<file path="config.mk">
export PLATFORM = sky130hd
export DESIGN_NAME = bus_brkpt_ctl
export DESIGN_NICKNAME = d
export VERILOG_FILES = /design/src/rtl/bbk_pkg.sv /design/src/rtl/bbk_sync_edge.sv /design/src/rtl/bbk_addr_cmp.sv /design/src/rtl/bbk_step_fsm.sv /design/src/rtl/bbk_capture.sv /design/src/rtl/bus_brkpt_ctl.sv
export SDC_FILE = /design/constraint.sdc
export NUM_CORES = 1
export LEC_CHECK = 0
export BUFFER_PORTS_ARGS = -buffer_cell sky130_fd_sc_hd__buf_4
export CORE_ASPECT_RATIO = 0.6
export CORE_MARGIN = 2
export CORE_UTILIZATION = 51
export CTS_BUF_LIST = sky130_fd_sc_hd__clkbuf_8
export CTS_CLUSTER_SIZE = 20
export DETAILED_ROUTE_END_ITERATION = 7
export GPL_TIMING_DRIVEN = 0
export PLACE_DENSITY = 0.88
export SYNTH_ARGS = -nofsm -noshare
export SYNTH_HDL_FRONTEND = slang
export SYNTH_SLANG_ARGS = --single-unit
</file>
<file path="constraint.sdc">
create_clock -name clk -period 2.5 [get_ports clk]
set_input_delay 0 -clock clk [delete_from_list [all_inputs] [get_ports clk]]
set_output_delay 0 -clock clk [all_outputs]
set_load 0.1 [all_outputs]
</file>
<file path="src/rtl/bbk_pkg.sv">
package bbk_pkg;
   typedef enum logic [1:0] {
      ST_RUN  = 2'd0,
      ST_HALT = 2'd1,
      ST_STEP = 2'd2
   } bbk_state_t;
endpackage

</file>
<file path="src/rtl/bbk_sync_edge.sv">
module bbk_sync_edge #(
   parameter int STAGES = 2
) (
   input  logic clk,
   input  logic rst_n,
   input  logic raw,
   output logic level,
   output logic rise
);
   logic [STAGES-1:0] chain;
   logic              prev;

   always_ff @(posedge clk) begin
      if (!rst_n) begin
         chain <= '0;
         prev  <= 1'b0;
      end else begin
         chain <= {chain[STAGES-2:0], raw};
         prev  <= chain[STAGES-1];
      end
   end

   assign level = chain[STAGES-1];
   assign rise  = chain[STAGES-1] & ~prev;
endmodule

</file>
<file path="src/rtl/bbk_addr_cmp.sv">
module bbk_addr_cmp #(
   parameter int ADDR_W  = 24,
   parameter int SLICE_W = 8
) (
   input  logic              clk,
   input  logic              rst_n,
   input  logic [ADDR_W-1:0] bus_addr,
   input  logic [ADDR_W-1:0] bp_addr,
   input  logic              addr_stb,
   input  logic              disarm,
   output logic              hit,
   output logic              armed
);
   localparam int NSLICE = (ADDR_W + SLICE_W - 1) / SLICE_W;
   localparam int PAD_W  = NSLICE * SLICE_W;

   logic [PAD_W-1:0]  a_pad, b_pad;
   logic [NSLICE-1:0] slice_eq;

   assign a_pad = PAD_W'(bus_addr);
   assign b_pad = PAD_W'(bp_addr);

   for (genvar s = 0; s < NSLICE; s++) begin : g_slice
      assign slice_eq[s] = (a_pad[s*SLICE_W +: SLICE_W] == b_pad[s*SLICE_W +: SLICE_W]);
   end

   assign hit = &slice_eq;

   // disarm from a run press outranks the re-arm of a strobe in the same clock
   always_ff @(posedge clk) begin
      if (!rst_n)        armed <= 1'b1;
      else if (disarm)   armed <= 1'b0;
      else if (addr_stb) armed <= ~hit;
   end
endmodule

</file>
<file path="src/rtl/bbk_step_fsm.sv">
module bbk_step_fsm
   import bbk_pkg::*;
(
   input  logic       clk,
   input  logic       rst_n,
   input  logic       addr_stb,
   input  logic       bp_en,
   input  logic       armed,
   input  logic       hit,
   input  logic       halt_lvl,
   input  logic       run_p,
   input  logic       step_p,
   output bbk_state_t state
);
   logic stop_now;
   assign stop_now = addr_stb & (halt_lvl | (bp_en & armed & hit));

   always_ff @(posedge clk) begin
      if (!rst_n) begin
         state <= ST_RUN;
      end else begin
         unique case (state)
            ST_RUN:  if (!run_p && stop_now) state <= ST_HALT;
            ST_HALT: if (run_p)              state <= ST_RUN;
                     else if (step_p)        state <= ST_STEP;
            ST_STEP: if (run_p)              state <= ST_RUN;
                     else if (addr_stb)      state <= ST_HALT;
            default:                         state <= ST_RUN;
         endcase
      end
   end
endmodule

</file>
<file path="src/rtl/bbk_capture.sv">
module bbk_capture #(
   parameter int ADDR_W   = 24,
   parameter int DATA_W   = 16,
   parameter int NARROW_W = 8,
   parameter int STAT_W   = 8
) (
   input  logic              clk,
   input  logic              rst_n,
   input  logic              addr_load,
   input  logic              data_load,
   input  logic              wide_sel,
   input  logic [ADDR_W-1:0] bus_addr,
   input  logic [DATA_W-1:0] bus_data,
   input  logic [STAT_W-1:0] bus_stat,
   output logic [ADDR_W-1:0] disp_addr,
   output logic [DATA_W-1:0] disp_data,
   output logic [STAT_W-1:0] disp_stat
);
   logic [DATA_W-1:0] data_in;

   if (DATA_W > NARROW_W) begin : g_two_widths
      localparam logic [DATA_W-1:0] LOW_MASK = {{(DATA_W-NARROW_W){1'b0}}, {NARROW_W{1'b1}}};
      assign data_in = wide_sel ? bus_data : (bus_data & LOW_MASK);
   end else begin : g_one_width
      logic unused_sel;
      assign unused_sel = wide_sel;
      assign data_in    = bus_data;
   end

   always_ff @(posedge clk) begin
      if (!rst_n) begin
         disp_addr <= '0;
         disp_stat <= '0;
      end else if (addr_load) begin
         disp_addr <= bus_addr;
         disp_stat <= bus_stat;
      end
   end

   always_ff @(posedge clk) begin
      if (!rst_n)         disp_data <= '0;
      else if (data_load) disp_data <= data_in;
   end
endmodule

</file>
<file path="src/rtl/bus_brkpt_ctl.sv">
module bus_brkpt_ctl
   import bbk_pkg::*;
#(
   parameter int ADDR_W      = 24,
   parameter int DATA_W      = 16,
   parameter int NARROW_W    = 8,
   parameter int STAT_W      = 8,
   parameter int SYNC_STAGES = 2,
   parameter int CMP_SLICE_W = 8
) (
   input  logic              clk,
   input  logic              rst_n,
   input  logic [ADDR_W-1:0] bus_addr,
   input  logic [DATA_W-1:0] bus_data,
   input  logic [STAT_W-1:0] bus_stat,
   input  logic              addr_stb,
   input  logic              data_stb,
   input  logic [ADDR_W-1:0] bp_addr,
   input  logic              bp_en,
   input  logic              halt_sw,
   input  logic              wide_sel,
   input  logic              step_btn,
   input  logic              run_btn,
   output logic              bus_rdy,
   output logic              halted,
   output logic [ADDR_W-1:0] disp_addr,
   output logic [DATA_W-1:0] disp_data,
   output logic [STAT_W-1:0] disp_stat
);
   if (SYNC_STAGES < 2) begin : g_bad_sync
      $error("bus_brkpt_ctl: SYNC_STAGES must be at least 2");
   end
   if (NARROW_W < 1 || NARROW_W > DATA_W) begin : g_bad_width
      $error("bus_brkpt_ctl: NARROW_W must lie in 1..DATA_W");
   end
   if (ADDR_W < 1 || CMP_SLICE_W < 1) begin : g_bad_addr
      $error("bus_brkpt_ctl: ADDR_W and CMP_SLICE_W must be positive");
   end

   logic       step_p, run_p, halt_lvl;
   logic       step_lvl_unused, run_lvl_unused, halt_rise_unused;
   logic       addr_hit, armed;
   bbk_state_t state;

   bbk_sync_edge #(.STAGES(SYNC_STAGES)) u_step_sync (
      .clk(clk), .rst_n(rst_n), .raw(step_btn), .level(step_lvl_unused), .rise(step_p));
   bbk_sync_edge #(.STAGES(SYNC_STAGES)) u_run_sync (
      .clk(clk), .rst_n(rst_n), .raw(run_btn), .level(run_lvl_unused), .rise(run_p));
   bbk_sync_edge #(.STAGES(SYNC_STAGES)) u_halt_sync (
      .clk(clk), .rst_n(rst_n), .raw(halt_sw), .level(halt_lvl), .rise(halt_rise_unused));

   bbk_addr_cmp #(.ADDR_W(ADDR_W), .SLICE_W(CMP_SLICE_W)) u_cmp (
      .clk(clk), .rst_n(rst_n), .bus_addr(bus_addr), .bp_addr(bp_addr),
      .addr_stb(addr_stb), .disarm(run_p), .hit(addr_hit), .armed(armed));

   bbk_step_fsm u_fsm (
      .clk(clk), .rst_n(rst_n), .addr_stb(addr_stb), .bp_en(bp_en), .armed(armed),
      .hit(addr_hit), .halt_lvl(halt_lvl), .run_p(run_p), .step_p(step_p), .state(state));

   bbk_capture #(.ADDR_W(ADDR_W), .DATA_W(DATA_W), .NARROW_W(NARROW_W), .STAT_W(STAT_W)) u_cap (
      .clk(clk), .rst_n(rst_n),
      .addr_load(addr_stb && (state != ST_HALT)),
      .data_load(data_stb), .wide_sel(wide_sel),
      .bus_addr(bus_addr), .bus_data(bus_data), .bus_stat(bus_stat),
      .disp_addr(disp_addr), .disp_data(disp_data), .disp_stat(disp_stat));

   assign halted  = (state == ST_HALT);
   assign bus_rdy = (state != ST_HALT);
endmodule

</file>
==> results of run 1 <==
==> placed cells by master (no fill, tap or decap), types with 2 or more instances in the layout <==
cell,n
dlygate4sd3_1,52
mux2i_1,8
a21boi_2,30
nand4_1,3
nor2b_1,24
buf_4,129
nor2_1,3
clkbuf_1,6
xor2_1,24
nor4_1,4
buf_6,4
buf_2,3
nand2_1,67
a21boi_0,3
a21oi_1,7
dfxtp_1,59
clkinv_2,3
clkbuf_8,11
and2_1,11
nor4_2,2
inv_1,2
nand2b_1,3
==> final cells by class <==
type	instances	area [µm²]	share of cell area, %
inverter	1	3.754	0.08598
tap	66	82.58	1.892
buffer	16	108.9	2.494
multi-input combinational	196	1306	29.92
clock inverter	6	56.30	1.290
sequential	59	1181	27.06
timing repair buffer	181	1489	34.11
clock buffer	10	137.6	3.153
==> where the power goes <==
part / internal, mW / switching [mW] / total, mW / leakage [nW]
Combinational: 0.275 / 0.492 / 0.767 / 1.38
Clock: 0.478 / 0.366 / 0.844 / 0.103
Sequential: 0.990 / 0.0258 / 1.02 / 0.485
==> worst max path at each step <==
stage | endpoint | slack [ps] | cells past startpoint
after floorplan | u_fsm.state[1] | 830 | 4
after global placement | u_cmp.armed | 1250 | 5
after detailed placement | u_cmp.armed | 1260 | 5
after CTS | u_cmp.armed | 1060 | 6
after global routing | u_cmp.armed | 890 | 6
final | u_cmp.armed | 1000 | 6
==> kinds of logic (layout without fill, tap and decap cells) <==
kind of cell | Yosys count | count (layout) | share of synthesized area (%)
XOR/XNOR | 24 | 24 | 8.085
AND/OR/NAND/NOR | 119 | 119 | 22.62
buffers and inverters | 17 | 214 | 4.330
flip-flops | 59 | 59 | 45.43
multiplexers | 8 | 8 | 3.080
AO/OA/AOI/OAI | 45 | 45 | 16.46
==> through the flow <==
stage	area (µm²)	std cells	worst slack [ps]	util, %	power [mW]
finish	4365	535	998.1	87.66	2.627
global placement	3651	467	1254	73.32	1.712
CTS	4365	535	1059	87.66	2.620
global route	4365	535	886.4	87.66	2.720
detailed placement	3651	467	1257	73.32	1.724
floorplan	2600	272	833.8	-	1.505
==> per-layer routing <==
layer	up-vias	part of all wire (%)	wire, µm
li1	1273	-	-
met1	1239	41	3373
met2	101	50	4041
met3	23	6.3	516
met4	0	2.5	203
met5	-	0	0
==> worst max-delay path, stage by stage <==
cell and delay [ps]:
dlygate4sd3_1 550, buf_4 150, xor2_1 170, nor4_1 410, nand4_1 260, a2bb2oi_1 200
==> state kept, by name, summed over array words and instances, names as in the netlist <==
name               cells
u_step_sync.prev       1
u_halt_sync.chain      2
u_run_sync.prev        1
u_step_sync.chain      2
u_cap.disp_stat        8
u_fsm.state            2
u_run_sync.chain       2
u_cap.disp_addr       24
u_cmp.armed            1
u_cap.disp_data       16
==> metrics.cfg, run 1 <==
[status]
status=complete, no violations

[synthesis]
ys_seq_elements=59
yosysMostFrequentCell=nand2_1
ys_types=28
synthTopCellsByArea=dfxtp_1 45%, a21boi_2 13%, nand2_1 9.7%, xor2_1 8.1%, nor2b_1 5.8%
syn-num-nets=353
synth.cell_area_um2=2600
netlist_top_cells_count=67 x nand2_1, 59 x dfxtp_1, 30 x a21boi_2
yosysWarnings=0
synthCells=272
synth-async-reset-ratio_pct=0
synth.largest_area_cell=dfxtp_1
avgSynthCellArea_um2=9.559
synth_edf_count=0
synth_top_area_share_pct=45.43
ys.flop_type=dfxtp_1
ys_seq_area_share_pct=45.43

[place]
port_buffers=129
hpwl_mm=5.177
place.gp.congestion=0.7934

[pwr]
power.density_nw_per_um2=601.7
power_leakage_nw=1.972
vdd_drop_max_mv=0.4573

[worst_setup_path]
reg2reg_depth=6
cp.required_ps=2720
rrSetupSlack_ps=1280
startpoint=bus_addr[0]
r2r_start=u_fsm.state[1]
setup.worst_path.class=input port to register
arrival_ps=1720
r2r_end=u_cap.disp_stat[7]
end_kind=register
startpoint_type=input port
critPathMaxFanout=2

[global_route]
grt-busiest-layer=met2
met2_usage_pct=50.30
use_met1_pct=32.96
antenna_found_initial=0
grt_max_degree=11
grt_pass1_wl_mm=12.21
met3_usage_pct=9.669
grt_usage_pct=29.11
grt_overflow=0
grt_pass1_vias=2674

[timing]
tns_ps=0
fin_crit_ps=1502
worstMarginPinSlew_ps=427.7
finalHoldViolCount=0
timing.hold.ws_ps=21.59
setup_viol=0
post-route-period-util_pct=60.08
drv_slew=0
max_freq_mhz=665.8
clock_skew_ps=8.009
rsz0062_at_grt=false
maxSlewHeadroom_pct=71.49

[min_path]
hold_path_depth=3
holdPathEnd=u_cmp.armed
hold_start=addr_stb
hold_class=input port to register

[route]
drt_iter0_drc=98
route.detailed.drc=0
via_per_inst=4.927
route.detailed.wl_per_inst_um=15.21
final_antenna_net_count=0
first_pass_iters=4
vias=2636
drt_wl_total_mm=8.135

[clock_network]
numCtsBuffers=9
path_clk_slew_ps=70
clk_latency_ps=340
hold_buffers=52
clock-sinks=59
root_buffer=clkbuf_8
htree_levels=3
cts_resized=0
post_cts_buffers=0
cts_buffer_depth=2
cts_tree=built

[floorplanning]
initial_core_util_pct=52.21
io_pins=131
die_x_um=96.18
chipHeight_um=59.31
core_um2=4980
fp-row-count=20
die-area_um2=5704

[final_layout]
drive_gt1_share_pct=39.87
n_fill_cell=265
antenna_cells=0
fin_nets=545
area_delta_synth_final_pct=67.90

[run]
drv_cap=0

Power figures use the tool's default switching activity.
==> inputs of run 2 (changes only) <==
--- a/config.mk
+++ b/config.mk
@@ -8,12 +8,12 @@
 export BUFFER_PORTS_ARGS = -buffer_cell sky130_fd_sc_hd__buf_4
 export CORE_ASPECT_RATIO = 0.6
 export CORE_MARGIN = 2
-export CORE_UTILIZATION = 51
+export CORE_UTILIZATION = 42
 export CTS_BUF_LIST = sky130_fd_sc_hd__clkbuf_8
 export CTS_CLUSTER_SIZE = 20
 export DETAILED_ROUTE_END_ITERATION = 7
 export GPL_TIMING_DRIVEN = 0
-export PLACE_DENSITY = 0.88
+export PLACE_DENSITY = 0.78
 export SYNTH_ARGS = -nofsm -noshare
 export SYNTH_HDL_FRONTEND = slang
 export SYNTH_SLANG_ARGS = --single-unit
==> constraint.sdc (replaced) <==
create_clock -name clk -period 1.2 [get_ports clk]
set_input_delay 0 -clock clk [delete_from_list [all_inputs] [get_ports clk]]
set_output_delay 0 -clock clk [all_outputs]
set_load 0.1 [all_outputs]
==> run 2 against run 1 <==
  * Flip-flop and latch count is the same
  * First-iteration DRC count shrank 13%
  * Power grew 110%
  * Via count shrank 1.6%
  * Sequential power grew 110%
  * Design area grew 4.0%
  * Register-to-register slack lost 1200 ps
  * Highest routed layer unchanged
==> metrics.cfg, run 2 (synthesis gave the netlist of run 1 again) <==
[timing]
post-route-period-util_pct=97.56
clock_skew_ps=8.970
finalHoldViolCount=0
maxSlewHeadroom_pct=70.45
rsz0062_at_grt=true
worstMarginPinSlew_ps=443.3
drv_slew=0
fin_crit_ps=1171
setup_viol=0
max_freq_mhz=854.1
tns_ps=0

[floorplanning]
fp-row-count=22
die-area_um2=6857
io_pins=131
die_x_um=105.6
core_um2=6056
initial_core_util_pct=42.93
chipHeight_um=64.95

[clock_network]
cts_buffer_depth=2
htree_levels=3
numCtsBuffers=9
clock-sinks=59
path_clk_slew_ps=70
clk_latency_ps=330
cts_tree=built
root_buffer=clkbuf_8
post_cts_buffers=0

[route]
drt_iter0_drc=85
route.detailed.drc=0
final_antenna_net_count=0
route.detailed.wl_per_inst_um=14.19
via_per_inst=4.701
vias=2595
first_pass_iters=4
drt_wl_total_mm=7.831

[final_layout]
area_delta_synth_final_pct=74.59
layout_common_cells=128 x buf_4, 52 x dlygate4sd3_1, 36 x nand2_1, 36 x dfxtp_1, 31 x nand2_2
antenna_cells=0
final_core_util_pct=74.96
fin_nets=544
n_fill_cell=457
reg.largest.list=u_cap.disp_addr x24, u_cap.disp_data x16, u_cap.disp_stat x8
multi_input_area_um2=1386
top_register=u_cap.disp_addr
register_area_um2=1210
layout_commonest_cell=buf_4
drive_gt1_share_pct=51.71
largest_reg_flops=24

[global_route]
grt_pass1_wl_mm=12.64
grt_pass1_vias=2594
grt_overflow=0
antenna_found_initial=0
grt_max_degree=11
grt_usage_pct=23.94

[pwr]
clkPwrFrac_pct=31.9
netSwitchingPower_mw=1.851
seq_power_share_pct=38.5
power_leakage_nw=1.999
power_frac_comb_pct=29.7
power.density_nw_per_um2=1216
vdd_drop_max_mv=0.7166
p_int_mw=3.669
switching_share_pct=33.53

[worst_setup_path]
max_stage_delay_ps=590
setup.worst_path.class=input port to register
path_delay_family=buffers and inverters
timing.critical_path.buf_inv=3
arrival_ps=1430
cpMostUsedCell=dlygate4sd3_1
critPathMaxFanout=1
worstPathCellList=dlygate4sd3_1 > buf_4 > nand3_1 > dlygate4sd3_1 > a21boi_1
end_kind=register
startpoint_type=input port
cp.required_ps=1460
cpMaxStageDelayCell=dlygate4sd3_1

[place]
hpwl_mm=5.328
port_buffers=129
place.gp.congestion=0.7683

[min_path]
hold_class=input port to register

[status]
status=complete, no violations

[run]
drv_cap=0

[run 2: what timing repair did]
action	4_1_cts	5_1_grt
pin swaps	0	3
endpoints found under the hold margin	51	0
gates resized for setup	1	7
hold buffers	52	0
endpoints found under the setup margin	1	31
gates cloned	0	1
[run 2: worst min-delay path: cells and delay by family]
kind	cells	cell delay, ps
AND/OR/NAND/NOR	3	180
buffers and inverters	1	110
AO/OA/AOI/OAI	1	50
[run 2: final cells by class]
class                      count  share of cell area, %
sequential                    59                  26.65
clock inverter                 6                  1.240
inverter                       1                 0.1654
tap                           84                  2.315
clock buffer                  10                  3.032
buffer                        15                  2.784
timing repair buffer         181                  33.27
multi-input combinational    196                  30.54
[run 2: final timing paths]
kind,start,slack [ps],cells past startpoint,end
hold reg to reg,u_step_sync.chain[0],430,1,u_step_sync.chain[1]
setup / recovery,bus_data[9],30,5,u_cap.disp_data[9]
hold / removal,bp_en,40,5,u_fsm.state[0]
setup reg to reg,u_fsm.state[1],40,5,u_cap.disp_addr[15]
[run 2: metrics by stage]
step	std cells	instance area (µm²)	setup slack [ps]	power (mW)	hold WS, ps
floorplan	272	2723	-451.9	3.177	127.3
global placement	485	3796	-113.4	3.623	211.0
detailed placement	485	3796	-112.5	3.642	211.7
CTS	553	4514	4.309	5.543	24.12
global route	552	4539	-7.089	5.759	45.03
finish	552	4539	29.22	5.519	39.49
[run 2: per-layer routing]
metal / share of wire [%] / vias up / GRT usage, %
met3: 6.9 / 10 / 7.847
met5: 0 / - / 0
li1: - / 1266 / -
met2: 48 / 93 / 41.05
met1: 44 / 1226 / 28.90
met4: 1.2 / 0 / 7.072
[run 2: power groups by stage]
stage | clock [mW] | combinational, mW | sequential [mW]
after floorplan | 0 | 0.383 | 2.79
after global placement | 0 | 1.47 | 2.16
after detailed placement | 0 | 1.48 | 2.16
after CTS | 1.81 | 1.61 | 2.12
after global routing | 1.91 | 1.72 | 2.13
final | 1.76 | 1.64 | 2.12
==> inputs of run 3 (changes only) <==
--- a/config.mk
+++ b/config.mk
@@ -8,12 +8,12 @@
 export BUFFER_PORTS_ARGS = -buffer_cell sky130_fd_sc_hd__buf_4
 export CORE_ASPECT_RATIO = 0.6
 export CORE_MARGIN = 2
-export CORE_UTILIZATION = 42
+export CORE_UTILIZATION = 40
 export CTS_BUF_LIST = sky130_fd_sc_hd__clkbuf_8
 export CTS_CLUSTER_SIZE = 20
 export DETAILED_ROUTE_END_ITERATION = 7
 export GPL_TIMING_DRIVEN = 0
-export PLACE_DENSITY = 0.78
+export PLACE_DENSITY = 0.74
 export SYNTH_ARGS = -nofsm -noshare
 export SYNTH_HDL_FRONTEND = slang
 export SYNTH_SLANG_ARGS = --single-unit
==> constraint.sdc (replaced) <==
create_clock -name clk -period 1.2 [get_ports clk]
set_input_delay 0.18 -clock clk [delete_from_list [all_inputs] [get_ports clk]]
set_output_delay 0.18 -clock clk [all_outputs]
set_load 0.1 [all_outputs]
==> run 3 against run 2 <==
  * The flow now finishes with violations (setup timing)
  * Clock-buffer cell count is the same
  * Flip-flop and latch count is the same
  * Clock skew is essentially flat
  * Fmax shrank 11%
  * First-iteration DRC count shrank 4.7%
  * Critical endpoint is now halted
  * Largest cell class is now multi-input combinational cells
==> metrics.cfg, run 3 (synthesis gave the netlist of run 1 again) <==
[status]
status=finished with violations
violations=setup timing

[final_layout]
final_core_util_pct=67.03
area_delta_synth_final_pct=59.67
drive_gt1_share_pct=53.30
stdcell_count=508
reg.largest.list=u_cap.disp_addr x24, u_cap.disp_data x16, u_cap.disp_stat x8
n_fill_cell=509
layout_common_cells=129 x buf_4, 57 x nand2_1, 40 x dfxtp_1
fin_nets=500
largest_reg_flops=24
antenna_cells=0
top_register=u_cap.disp_addr
layout_commonest_cell=buf_4
stdcell_area_um2=4151

[place]
hpwl_mm=5.352
placed_area_um2=3701
port_buffers=129
placed_cells=485
place.gp.congestion=0.7724

[timing]
tns_ps=-2382
finalHoldViolCount=0
drv_slew=0
clock_skew_ps=8.998
max_freq_mhz=760.3
post-route-period-util_pct=109.6
worst_slack_ps=-115.3
fin_crit_ps=1315
setup_viol=32
maxSlewHeadroom_pct=72.08
rsz0062_at_grt=true
worstMarginPinSlew_ps=418.7

[floorplanning]
die_x_um=108.1
io_pins=131
die-area_um2=7182
initial_core_util_pct=41.98
chipHeight_um=66.45
fp-row-count=22
core_um2=6193

[global_route]
grt_usage_pct=20.18
grt_overflow=0
grt_pass1_vias=2272
grt_pass1_wl_mm=10.93
antenna_found_initial=0
grt_max_degree=11

[pwr]
power_leakage_nw=1.864
p_int_mw=4.013
power_frac_comb_pct=26.2
netSwitchingPower_mw=1.808
vdd_drop_max_mv=0.8150
clkPwrFrac_pct=37.4
power.total_mw=5.820
power.density_nw_per_um2=1402
seq_power_share_pct=36.4
switching_share_pct=31.06

[worst_setup_path]
setup.worst_path.class=register to output pin
arrival_ps=1140
cp.required_ps=1020
max_stage_delay_ps=350
cpMaxStageDelayCell=dfxtp_2
end_kind=output pin
startpoint_type=register
worstPathCellList=nand2b_4 > clkinvlp_4 > buf_12
critPathMaxFanout=5

[clock_network]
clock-sinks=59
clk_latency_ps=330
cts_tree=built
cts_buffer_depth=2
hold_buffers=0
root_buffer=clkbuf_8
path_clk_slew_ps=70
htree_levels=3
numCtsBuffers=9

[route]
via_per_inst=4.679
first_pass_iters=4
drt_wl_total_mm=7.180
route.detailed.drc=0
drt_iter0_drc=81
final_antenna_net_count=0
route.detailed.wl_per_inst_um=14.13
vias=2377

[min_path]
hold_class=input port to register

[run]
drv_cap=0

## run 3: cell count changes in the layout (fill, tap and decap cells not counted), moves of 2 or more
cell	delta
buf_8	+4
dfxtp_1	+4
dlygate4sd3_1	-52
buf_12	-2
dfxtp_2	-4
clkbuf_16	+3
nand2_2	-22
bufinv_16	+2
nand2_1	+21
buf_6	+2
## run 3: power groups by stage
stage	Clock [mW]	Sequential, mW	Combinational (mW)
5_1_grt	2.29	2.13	1.60
3_3_place_gp	0	2.16	1.43
2_1_floorplan	0	2.79	0.352
6_report	2.17	2.12	1.53
4_1_cts	2.22	2.12	1.46
3_5_place_dp	0	2.16	1.44
## run 3: what timing repair did
| action | in CTS | in global routing |
|---|---|---|
| cloned | 0 | 5 |
| pin swaps | 0 | 6 |
| endpoints found under the setup margin | 21 | 33 |
| setup buffers | 1 | 2 |
| gates resized for setup | 7 | 21 |
## run 3: final cells by class
cell class / count / area (µm²) / area share (%)
sequential: 59 / 1205 / 29.02
multi-input combinational: 196 / 1354 / 32.61
inverter: 1 / 7.507 / 0.1808
clock inverter: 6 / 103.9 / 2.502
clock buffer: 10 / 137.6 / 3.315
buffer: 15 / 122.6 / 2.954
timing repair buffer: 137 / 1116 / 26.88
tap: 84 / 105.1 / 2.532
## run 3: through the flow
| step | setup slack, ps | hold slack (ps) |
|---|---|---|
| 3_5_place_dp | -401.1 | 393.7 |
| 3_3_place_gp | -408.7 | 388.8 |
| 4_1_cts | -115.1 | 48.29 |
| 5_1_grt | -173.6 | 48.62 |
| 6_report | -115.3 | 58.03 |
| 2_1_floorplan | -442.3 | 307.3 |
## run 3: per-layer routing
layer  track usage [%]  vias up  routed length [µm]
met2             30.66       81                3175
met3             7.436        9                 509
met4             7.051        0                  91
li1                  -     1186                   -
met5                 0        -                   0
met1             26.42     1101                3404
## run 3: final timing paths
kind / cells after the start / start / endpoint / slack [ps]
max: 3 / u_fsm.state[1] / halted / -120
min: 2 / halt_sw / u_halt_sync.chain[0] / 60
max reg2reg: 6 / u_fsm.state[1] / u_cap.disp_addr[6] / -100
min reg2reg: 1 / u_step_sync.chain[0] / u_step_sync.chain[1] / 430
## run 3: critical path, delay by kind of cell (launching register included)
kind	cells	cell delay (ps)
DFF	1	350
buffers and inverters	2	290
and+or+nand+nor	1	170
